--- src/rtl/rq_pkg.sv ---
package rq_pkg;
    typedef enum logic [1:0] {
        CLAMP_SYM     = 2'd0,
        CLAMP_TWO     = 2'd1,
        CLAMP_RELU    = 2'd2,
        CLAMP_SYM_ALT = 2'd3
    } clamp_mode_e;

    localparam int FP_W    = 32;
    localparam int FP_EXP  = 8;
    localparam int FP_MAN  = 23;
    localparam int FP_BIAS = 127;
endpackage

--- src/rtl/rq_round.sv ---
module rq_round #(
    parameter int INT_W = 32
) (
    input  logic [rq_pkg::FP_W-1:0] in_f,
    input  logic                    trunc_mode,
    output logic signed [INT_W-1:0] out_i
);
    import rq_pkg::*;

    localparam int FRAC_W = 32;
    localparam int FX_W   = INT_W + FRAC_W;
    localparam logic signed [INT_W-1:0] I_MAX = {1'b0, {(INT_W-1){1'b1}}};
    localparam logic signed [INT_W-1:0] I_MIN = {1'b1, {(INT_W-1){1'b0}}};

    logic              sgn;
    logic [FP_EXP-1:0] ex;
    logic [FP_MAN-1:0] man;
    logic              is_nan;
    logic              is_zero;
    logic              is_sat;
    int                unb;
    logic [FX_W-1:0]   fx;
    logic [INT_W-1:0]  ip;
    logic [FRAC_W-1:0] frac;
    logic              up;
    logic [INT_W:0]    mag;

    always_comb begin
        sgn     = in_f[FP_W-1];
        ex      = in_f[FP_W-2:FP_MAN];
        man     = in_f[FP_MAN-1:0];
        is_nan  = (ex == '1) && (man != '0);
        unb     = int'(ex) - FP_BIAS;
        is_zero = 1'b0;
        is_sat  = 1'b0;
        fx      = '0;
        if (is_nan || ex == '0) begin
            is_zero = 1'b1;
        end else if (ex == '1 || unb >= INT_W - 1) begin
            is_sat = 1'b1;
        end else if (unb < -1) begin
            is_zero = 1'b1;
        end else begin
            fx = {{(FX_W-FP_MAN-1){1'b0}}, 1'b1, man} << (unb + FRAC_W - FP_MAN);
        end
        ip   = fx[FX_W-1:FRAC_W];
        frac = fx[FRAC_W-1:0];
        up   = !trunc_mode && frac[FRAC_W-1] && ((|frac[FRAC_W-2:0]) || ip[0]);
        mag  = {1'b0, ip} + {{INT_W{1'b0}}, up};

        if (is_zero) begin
            out_i = '0;
        end else if (is_sat) begin
            out_i = sgn ? I_MIN : I_MAX;
        end else if (!sgn && mag[INT_W-1]) begin
            out_i = I_MAX;
        end else if (sgn) begin
            out_i = -$signed(mag[INT_W-1:0]);
        end else begin
            out_i = $signed(mag[INT_W-1:0]);
        end
    end

    // a NaN pattern on the input never leaves a non-zero integer
    always_comb begin
        if (in_f[FP_W-2:FP_MAN] == '1 && in_f[FP_MAN-1:0] != '0)
            p_nan_zero_r4: assert (out_i == '0);
    end
endmodule

--- src/rtl/rq_clamp.sv ---
module rq_clamp #(
    parameter int INT_W      = 32,
    parameter int OUT_W      = 8,
    parameter bit SYM_MINMAX = 1'b0
) (
    input  logic signed [INT_W-1:0] in_v,
    input  logic [1:0]              mode,
    input  logic [OUT_W-1:0]        bound,
    input  logic [OUT_W-1:0]        lo,
    input  logic [OUT_W-1:0]        hi,
    output logic [OUT_W-1:0]        out_b
);
    import rq_pkg::*;

    localparam logic signed [INT_W-1:0] QMAX = INT_W'((1 << (OUT_W - 1)) - 1);

    logic signed [INT_W-1:0] b_raw;
    logic signed [INT_W-1:0] b_pos;
    logic signed [INT_W-1:0] b_neg;
    logic signed [INT_W-1:0] lo_x;
    logic signed [INT_W-1:0] hi_x;
    logic signed [INT_W-1:0] sym_v;
    logic signed [INT_W-1:0] two_v;
    logic signed [INT_W-1:0] two_t;
    logic signed [INT_W-1:0] relu_v;
    logic signed [INT_W-1:0] res;

    always_comb begin
        b_raw = $signed({{(INT_W-OUT_W){1'b0}}, bound});
        b_pos = (b_raw > QMAX) ? QMAX : b_raw;
        b_neg = -b_pos;
        lo_x  = $signed({{(INT_W-OUT_W){lo[OUT_W-1]}}, lo});
        hi_x  = $signed({{(INT_W-OUT_W){hi[OUT_W-1]}}, hi});
    end

    generate
        if (SYM_MINMAX) begin : g_sym_minmax
            logic signed [INT_W-1:0] min_t;
            always_comb begin
                min_t = (in_v < b_pos) ? in_v : b_pos;
                sym_v = (min_t > b_neg) ? min_t : b_neg;
            end
        end else begin : g_sym_direct
            always_comb begin
                if (in_v > b_pos)      sym_v = b_pos;
                else if (in_v < b_neg) sym_v = b_neg;
                else                   sym_v = in_v;
            end
        end
    endgenerate

    always_comb begin
        two_t  = (in_v < hi_x) ? in_v : hi_x;
        two_v  = (two_t > lo_x) ? two_t : lo_x;
        if (in_v < 0)         relu_v = '0;
        else if (in_v > QMAX) relu_v = QMAX;
        else                  relu_v = in_v;
        case (clamp_mode_e'(mode))
            CLAMP_TWO:  res = two_v;
            CLAMP_RELU: res = relu_v;
            default:    res = sym_v;
        endcase
        out_b = res[OUT_W-1:0];
    end

    // rectifier output is never negative
    always_comb begin
        if (clamp_mode_e'(mode) == CLAMP_RELU)
            p_relu_floor_r7: assert (!out_b[OUT_W-1]);
    end

    // symmetric output magnitude never exceeds the capped bound
    always_comb begin
        if (mode == 2'd0 || mode == 2'd3)
            p_sym_range_r5: assert ($signed(out_b) <= $signed(b_pos[OUT_W-1:0])
                                    && $signed(out_b) >= -$signed(b_pos[OUT_W-1:0]));
    end
endmodule

--- src/rtl/rq_pack.sv ---
module rq_pack #(
    parameter int LANES = 4,
    parameter int OUT_W = 8
) (
    input  logic                   clk,
    input  logic                   rst_n,
    input  logic                   in_valid,
    input  logic [OUT_W-1:0]       in_byte,
    input  logic                   flush,
    output logic                   out_valid,
    output logic [LANES*OUT_W-1:0] out_word
);
    localparam int WORD_W = LANES * OUT_W;
    localparam int CNT_W  = $clog2(LANES + 1);

    typedef struct packed {
        logic [CNT_W-1:0]  cnt;
        logic [WORD_W-1:0] fill;
        logic              ovld;
        logic [WORD_W-1:0] oword;
    } pack_st_t;

    pack_st_t st_d, st_q;
    logic [WORD_W-1:0] fill_x;
    logic [CNT_W-1:0]  cnt_x;
    logic              full_x;

    always_comb begin
        st_d      = st_q;
        st_d.ovld = 1'b0;
        fill_x    = st_q.fill;
        cnt_x     = st_q.cnt;
        if (in_valid) begin
            fill_x[st_q.cnt*OUT_W +: OUT_W] = in_byte;
            cnt_x = st_q.cnt + CNT_W'(1);
        end
        full_x = (cnt_x == CNT_W'(LANES));
        if (full_x || (flush && cnt_x != '0)) begin
            st_d.ovld  = 1'b1;
            st_d.oword = fill_x;
            st_d.fill  = '0;
            st_d.cnt   = '0;
        end else begin
            st_d.fill = fill_x;
            st_d.cnt  = cnt_x;
        end
    end

    always_ff @(posedge clk) begin
        if (!rst_n) st_q <= '0;
        else        st_q <= st_d;
    end

    assign out_valid = st_q.ovld;
    assign out_word  = st_q.oword;

    p_cnt_range_r8: assert property (@(posedge clk) disable iff (!rst_n)
        st_q.cnt < CNT_W'(LANES));

    p_out_has_src_r10: assert property (@(posedge clk) disable iff (!rst_n)
        $rose(out_valid) |-> $past(in_valid || flush));

    p_empty_flush_r9: assert property (@(posedge clk) disable iff (!rst_n)
        (flush && !in_valid && st_q.cnt == '0) |=> !out_valid);
endmodule

--- src/rtl/f2i8_requant.sv ---
module f2i8_requant #(
    parameter int LANES      = 4,
    parameter int OUT_W      = 8,
    parameter int INT_W      = 32,
    parameter bit SYM_MINMAX = 1'b0
) (
    input  logic                   clk,
    input  logic                   rst_n,
    input  logic                   in_valid,
    input  logic [31:0]            in_data,
    input  logic                   flush,
    input  logic [1:0]             cfg_mode,
    input  logic                   cfg_round,
    input  logic [OUT_W-1:0]       cfg_bound,
    input  logic [OUT_W-1:0]       cfg_lo,
    input  logic [OUT_W-1:0]       cfg_hi,
    output logic                   out_valid,
    output logic [LANES*OUT_W-1:0] out_data
);
    logic signed [INT_W-1:0] int_v;
    logic [OUT_W-1:0]        byte_v;

    rq_round #(.INT_W(INT_W)) u_round (
        .in_f       (in_data),
        .trunc_mode (cfg_round),
        .out_i      (int_v)
    );

    rq_clamp #(.INT_W(INT_W), .OUT_W(OUT_W), .SYM_MINMAX(SYM_MINMAX)) u_clamp (
        .in_v  (int_v),
        .mode  (cfg_mode),
        .bound (cfg_bound),
        .lo    (cfg_lo),
        .hi    (cfg_hi),
        .out_b (byte_v)
    );

    rq_pack #(.LANES(LANES), .OUT_W(OUT_W)) u_pack (
        .clk       (clk),
        .rst_n     (rst_n),
        .in_valid  (in_valid),
        .in_byte   (byte_v),
        .flush     (flush),
        .out_valid (out_valid),
        .out_word  (out_data)
    );

    p_reset_quiet_r1: assert property (@(posedge clk) disable iff (!rst_n)
        $rose(rst_n) |-> !out_valid);
endmodule

--- config.mk ---
export PLATFORM = sky130hd
export DESIGN_NAME = f2i8_requant
export DESIGN_NICKNAME = d
export VERILOG_FILES = /design/src/rtl/rq_pkg.sv /design/src/rtl/rq_round.sv /design/src/rtl/rq_clamp.sv /design/src/rtl/rq_pack.sv /design/src/rtl/f2i8_requant.sv
export SDC_FILE = /design/constraint.sdc
export NUM_CORES = 1
export LEC_CHECK = 0
export BUFFER_PORTS_ARGS = -buffer_cell sky130_fd_sc_hd__buf_2
export CAP_MARGIN = 5
export CORE_MARGIN = 2
export CORE_UTILIZATION = 50
export CTS_CLUSTER_DIAMETER = 200
export DETAILED_ROUTE_END_ITERATION = 10
export GPL_TIMING_DRIVEN = 0
export PLACE_DENSITY = 0.71
export SETUP_SLACK_MARGIN = 0.1
export SLEW_MARGIN = 20
export SYNTH_ARGS = -nofsm -noshare
export SYNTH_HDL_FRONTEND = slang
export SYNTH_HIERARCHICAL = 1
export SYNTH_SLANG_ARGS = --single-unit
--- constraint.sdc ---
create_clock -name clk -period 12.92 [get_ports clk]
set_input_delay 2.584 -clock clk [delete_from_list [all_inputs] [get_ports clk]]
set_output_delay 2.584 -clock clk [all_outputs]
set_load 0.01 [all_outputs]
; Yosys cells after proc, flatten, opt, wreduce, memory -nomap -nowiden
; Cells that the tools add are included.
[totals]
reg_bits = 68
output_inout_bits = 33
[op_classes]
add_sub_neg = 8
n_lt_le_gt_ge = 9
n_eq_ne = 4
n_shift = 3
n_mux = 25
bitwise_logic = 1
reduce_logical = 16
[ops]
columns = op, n
row1 = 2-to-1 mux 32 bit, 7
row2 = 2-to-1 mux 64 bit, 3
row3 = < comparator 32 x 1 -> 1 bit (second input constant), 2
row4 = << shifter 24 x 32 -> 64 bit, 1
row5 = 2-to-1 mux 8 bit, 6
row6 = negator 6 -> 34 bit, 1
row7 = variable shift 8 x 34 -> 32 bit (first input constant), 1
row8 = indexed part select 8 x 34 -> 32 bit, 1
row9 = 2-to-1 mux 33 bit, 1
row10 = adder 32 x 1 -> 32 bit, 1
row11 = adder 32 x 7 -> 32 bit (second input constant), 1
row12 = bitwise mux 32 bit, 1
row13 = greater-or-equal comparator 32 x 6 -> 1 bit (second input constant), 1
row14 = greater-than comparator 32 x 8 -> 1 bit, 1
row15 = greater-than comparator 32 x 8 -> 1 bit (second input constant), 1
row16 = greater-than comparator 32 x 9 -> 1 bit, 1
row17 = < comparator 32 bit, 1
row18 = < comparator 32 x 8 -> 1 bit, 1
row19 = negator 32 bit, 1
row20 = negator 8 -> 32 bit, 1
row21 = subtractor 32 x 6 -> 32 bit (second input constant), 1
row22 = OR reduction 31 bit, 1
row23 = nonzero test 23 bit, 1
row24 = one-hot mux 8 bit (2 select lines), 1
row25 = other kinds (16), 28

; Depth between registers and ports, before layout
[depth]
ltp_word = 25
depth_mapped = 49

; Modules after synthesis
; The synthesis kept the hierarchy.
[modules_own_cells]
columns = module, n_inst, cells_each, area_each_um2, seq_area_each_um2
row1 = rq_round, 1, 747, 5450.2, 0.0
row2 = rq_clamp, 1, 429, 3324.4, 0.0
row3 = rq_pack, 1, 259, 2786.4, 1361.3

; Worst setup path before layout
; Ideal clock, no wire load.
[synth_path]
path_type = in2reg
from = input port in_data[23]
to = register u_pack.st_q (netlist bit u_pack/out_word[12])
setup_ns = 0.070
arrival_ns = 12.140
required_time_ns = 12.850
slack_ns = 0.710
cell_stages = 47
path_buffers = 9
path_cell_list = buf_4 -> buf_4 -> buf_2 -> inv_1 -> ha_1 -> buf_6 -> nor2b_1 -> buf_6 -> a221oi_2 -> nor2_1 -> buf_2 -> o21ai_0 -> o21ai_1 -> nor4_2 -> and2_1 -> ha_1 -> and4_1 -> clkbuf_1 -> [11 not listed] -> nand4b_1 -> o22ai_2 -> buf_6 -> nor2_2 -> buf_2 -> a21o_1 -> ha_1 -> a211o_1 -> a21oi_1 -> o221ai_1 -> a211oi_1 -> o21ai_1 -> a21boi_1 -> a211oi_1 -> a32oi_1 -> and3_1 -> a21oi_1 -> o2bb2ai_1
[synth_between]
elab_chain_cells = 24
[synth_lines]
columns = element, line_no
row1 = "start, declared", f2i8_requant.sv:10  ; input logic [31:0] in_data,
row2 = subtractor 8 x 7 -> 9 bit, rq_round.sv:33  ; unb = int'(ex) - FP_BIAS;
row3 = adder 32 x 7 -> 32 bit, rq_round.sv:44  ; fx = {{(FX_W-FP_MAN-1){1'b0}}, 1'b1, man} << (unb + FRAC_W - FP_MAN);
row4 = subtractor 32 x 6 -> 32 bit, rq_round.sv:44
row5 = << shifter 24 x 32 -> 64 bit, rq_round.sv:44
row6 = 2-to-1 mux 64 bit, rq_round.sv:41  ; end else if (unb < -1) begin
row7 = 2-to-1 mux 64 bit, rq_round.sv:39  ; end else if (ex == '1 || unb >= INT_W - 1) begin
row8 = 2-to-1 mux 64 bit, rq_round.sv:37  ; if (is_nan || ex == '0) begin
row9 = OR reduction 31 bit, rq_round.sv:48  ; up = !trunc_mode && frac[FRAC_W-1] && ((|frac[FRAC_W-2:0]) || ip[0]);
row10 = [8 not listed], --
row11 = via int_v[31], f2i8_requant.sv:20  ; logic signed [INT_W-1:0] int_v;
row12 = [1 not listed], --
row13 = 2-to-1 mux 32 bit, rq_clamp.sv:53  ; two_t = (in_v < hi_x) ? in_v : hi_x;
row14 = greater-than comparator 32 x 8 -> 1 bit, rq_clamp.sv:54  ; two_v = (two_t > lo_x) ? two_t : lo_x;
row15 = 2-to-1 mux 8 bit, rq_clamp.sv:54
row16 = one-hot mux 8 bit (2 select lines) *, rq_clamp.sv:58  ; case (clamp_mode_e'(mode))
row17 = via byte_v[4], f2i8_requant.sv:21  ; logic [OUT_W-1:0] byte_v;
row18 = indexed part select 8 x 34 -> 32 bit *, rq_pack.sv:34  ; fill_x[st_q.cnt*OUT_W +: OUT_W] = in_byte;
row19 = bitwise mux 32 bit *, rq_pack.sv:34
row20 = 2-to-1 mux 32 bit *, rq_pack.sv:33  ; if (in_valid) begin
row21 = "end signal, assigned", rq_pack.sv:51  ; else st_q <= st_d;
row22 = "end, declared", rq_pack.sv:23  ; pack_st_t st_d, st_q;
; The timed path passes the listed nets; every way through them passes the cells marked *.
; A chain may end at the register's enable or synchronous reset.

; Final worst setup path
[layout_path]
from = input port in_data[23]
to = register u_pack.st_q (netlist bit u_pack/out_word[13])
; The elaborated chain is that of the path after synthesis.

==> reports/results.tsv <==
stage	metric	value	unit
run_status	status	finished clean	
cts	CTS Buf Count	9	
detailed_routing	Remaining DRCs	0	
timing	Final setup violation count	0	
die	FP Rows	55	
grt	vias in the first global route	11500	
setup_path	FF-to-FF path depth	8	
detailed_routing	vias	12400	
setup_path	Critical Path Max Stage Delay	540	ps
synthesis	post-synthesis mux area share	11.5	%
timing	max_slew headroom	29.0	%
timing	max-slew violations	0	
worst_hold_path	Hold Path Origin	u_pack/out_word[26]$_SDFFE_PN0P_	
die	Core Footprint	0.0226	mm^2
synthesis	Cells after Synth	1435	
synthesis	Synth Area in XOR/XNOR	4.29	%
synthesis	synth top area cells	ha_1 (13%), dfxtp_1 (12%), mux4_2 (6.8%), a21oi_1 (5.2%), nor2_1 (3.5%)	
setup_path	cell mode on critical path	buf_4	
setup_path	Critical Path Stages	49	
synthesis	Synth warnings	6	
synthesis	post-synthesis sequential area ratio	11.8	%
die	Die H	156	um
run	max_cap viols	0	
synthesis	Synth Flop Type	dfxtp_1	
synthesis	Post-synth ARST share	0	%
cts	H-Tree Depth	3	
setup_path	worst reg-to-reg setup slack	10210	ps
cts	Root Buffer	clkbuf_16	
grt	antenna violations before repair	0	
pwr	P_leak	0.00571	uW
cts	clock buffer depth	2	
setup_path	Arr. time, crit path	12710	ps
synthesis	count leader, synth	a21oi_1	
cells_and_area	layout cells sized above 1	25.8	%
setup_path	CP bufs+invs	14	
synthesis	largest family of logic cells by synthesized area	compound AO/OA/AOI/OAI gates	
timing	RSZ-0062 raised after global routing	no	
detailed_routing	initial DRC count	1431	
synthesis	Post-Syn Area	0.0116	mm^2
synthesis	post-synthesis register bit count	68	
setup_path	crit end category	flop	
die	die width	156	um
setup_path	reg2reg start	u_pack/st_q[65]$_SDFF_PP0_	
placement	port bufs	93	
synthesis	number of synthesized flops with an enable pin	0	
worst_hold_path	Worst Hold Class	reg2reg	
setup_path	crit path launch type	input port	
timing	min cycle time layout	12450	ps
timing	FMAX	80.3	MHz
setup_path	CP max FO	10	
die	Total Die Area	0.0244	mm^2
detailed_routing	antenna-violating nets left	0	
timing	clock skew	8.26	ps
synthesis	area share of fa/ha/maj cells after synthesis	12.9	%
synthesis	largest area contributor in the netlist	ha_1	
cells_and_area	# diodes	0	
cts	worst-skew pair later-pin latency	330	ps
setup_path	critical path class	in2reg	
cts	Clock Sinks	68	
cts	CTS tree	done	
synthesis	Mean Syn Cell Area	8.06	um^2
timing	final hold vios	0	
cells_and_area	Synth-to-Final Area Change	17.1	%
grt	Overall Global Routing Usage	31.1	%
detailed_routing	WL final	38.9	mm
pwr	maximum vdd drop	94.1	uV
detailed_routing	Avg WL per Cell	20.8	um
cells_and_area	nets@finish	1759	
die	Starting Density	51.1	%
cts	clock-pin slew on the worst setup and hold paths	50	ps
grt	first-pass GRT wire length	61.3	mm
synthesis	share of the synthesized area in the top cell type	12.8	%
setup_path	slowest CP cell	or4_4	
placement	routability cong.	1.07	
placement	hpwl dp	30.1	mm
setup_path	r2r endpoint	u_pack/out_word[16]$_SDFFE_PN0P_	
synthesis	Simple-Gate Fraction of Synth Area	24.8	%
placement	Setup WS pre-CTS	-2330	ps
detailed_routing	Vias/cell	6.62	
timing	worst setup margin	473	ps
setup_path	CP delay by family, top	simple AND/OR/NAND/NOR gates	
cells_and_area	Layout fillers	2102	
detailed_routing	first-pass detailed-route iteration total	8	
setup_path	worst path required time	13180	ps
timing	Hold WS	458	ps
synthesis	synth unique cells	116	
grt	pin count of the biggest net entering global routing	27	
worst_hold_path	Hold Path End	u_pack/out_word[26]$_SDFFE_PN0P_	
grt	Overflow after GRT	0	
timing	Tcrit/Tclk final	96.3	%
synthesis	synth cell count leaders	a21oi_1 (119), ha_1 (118), nor2_1 (108)	
die	I/O pin total	96	
pwr	PD cells	85.2	mW/mm^2
synthesis	Synth Area in Compound Gates	27.5	%
worst_hold_path	WHS Path Cells	1	
timing	transition time of the tightest slew-check pin	1060	ps
-- cell families after synthesis --
kind of cell,Yosys count
other,1
XOR/XNOR,54
buffers and inverters,153
AND/OR/NAND/NOR,513
flip-flops,68
multiplexers,87
AO/OA/AOI/OAI,440
adder cells (fa/ha/maj),119
-- how the worst max path moves through the flow --
| stage | to | slack, ps | startpoint |
|---|---|---|---|
| after detailed placement | u_pack/out_word[14]$_SDFFE_PN0P_ | -2330 | in_data[23] |
| after global placement | u_pack/out_word[13]$_SDFFE_PN0P_ | -2560 | in_data[23] |
| after CTS | u_pack/out_word[13]$_SDFFE_PN0P_ | 100 | in_data[23] |
| after global routing | u_pack/out_word[8]$_SDFFE_PN0P_ | 20 | in_data[23] |
| after floorplan | u_pack/out_word[12]$_SDFFE_PN0P_ | 710 | in_data[23] |
| final | u_pack/out_word[13]$_SDFFE_PN0P_ | 470 | in_data[23] |
-- layout make-up --
class | count | area, um^2 | area share [%]
clock inverter | 6 | 65.1 | 0.480
multi-input combinational | 1215 | 9870 | 72.9
buffer | 109 | 739 | 5.46
tap | 285 | 357 | 2.63
sequential | 68 | 1360 | 10.1
inverter | 44 | 169 | 1.25
clock buffer | 10 | 229 | 1.69
timing repair buffer | 131 | 754 | 5.57
-- flip-flops by register name, indices dropped and copies added, names as in the netlist --
signal and cells:
u_pack/out_valid 1, u_pack/out_word 32, u_pack/st_q 35
-- stage by stage --
stage	std cells	utilization (%)	cell area (um^2)	power, uW	TNS, ps
final	1868	59.8	13500	1150	0
after global routing	1868	59.8	13500	1210	0
after floorplan	1436	-	11600	657	0
after CTS	1849	58.1	13200	1100	0
after global placement	1814	54.7	12400	809	-148870
after detailed placement	1814	54.7	12400	820	-134680
-- power breakdown --
part           internal, uW  switching, uW  total (uW)
Combinational           276            424         699
Clock                   149           88.7         238
Sequential              214           2.50         217
-- per-layer routing --
layer | GRT usage (%) | wire (um) | up-vias
met5 | 0 | 0 | -
met4 | 10.1 | 1250 | 0
met3 | 4.69 | 3340 | 113
met2 | 49.3 | 17300 | 600
met1 | 43.3 | 17000 | 5833
li1 | - | - | 5811
-- cells in the final DEF (no fill, tap or decap), types with 10 or more instances in the layout --
cell,n
buf_2,115
a211oi_1,10
o211ai_1,16
xor2_1,15
nor2_1,107
a31oi_1,21
clkbuf_1,21
nand2b_1,21
ha_1,116
inv_1,42
nor3_1,32
nand3_1,45
buf_6,10
a21oi_2,14
xnor2_1,36
or3_1,12
nor4_1,26
and4_1,10
o2bb2ai_1,32
a21oi_1,107
dfxtp_1,68
o21ai_0,37
mux2i_1,33
nand4_1,36
and3_1,31
buf_4,82
nor2_4,11
nand2_1,85
nor2b_1,15
and2_1,15
a21o_1,35
a211oi_2,11
mux2_2,17
o21a_1,16
mux4_2,35
-- what timing repair did --
| action | 4_1_cts | 5_1_grt |
|---|---|---|
| endpoints found under the setup margin | 64 | 64 |
| gates resized for setup | 59 | 63 |
| setup buffers | 19 | 19 |
| hold buffers | 0 | 0 |
| pin swaps | 23 | 26 |
(Power assumes the default switching activity.)
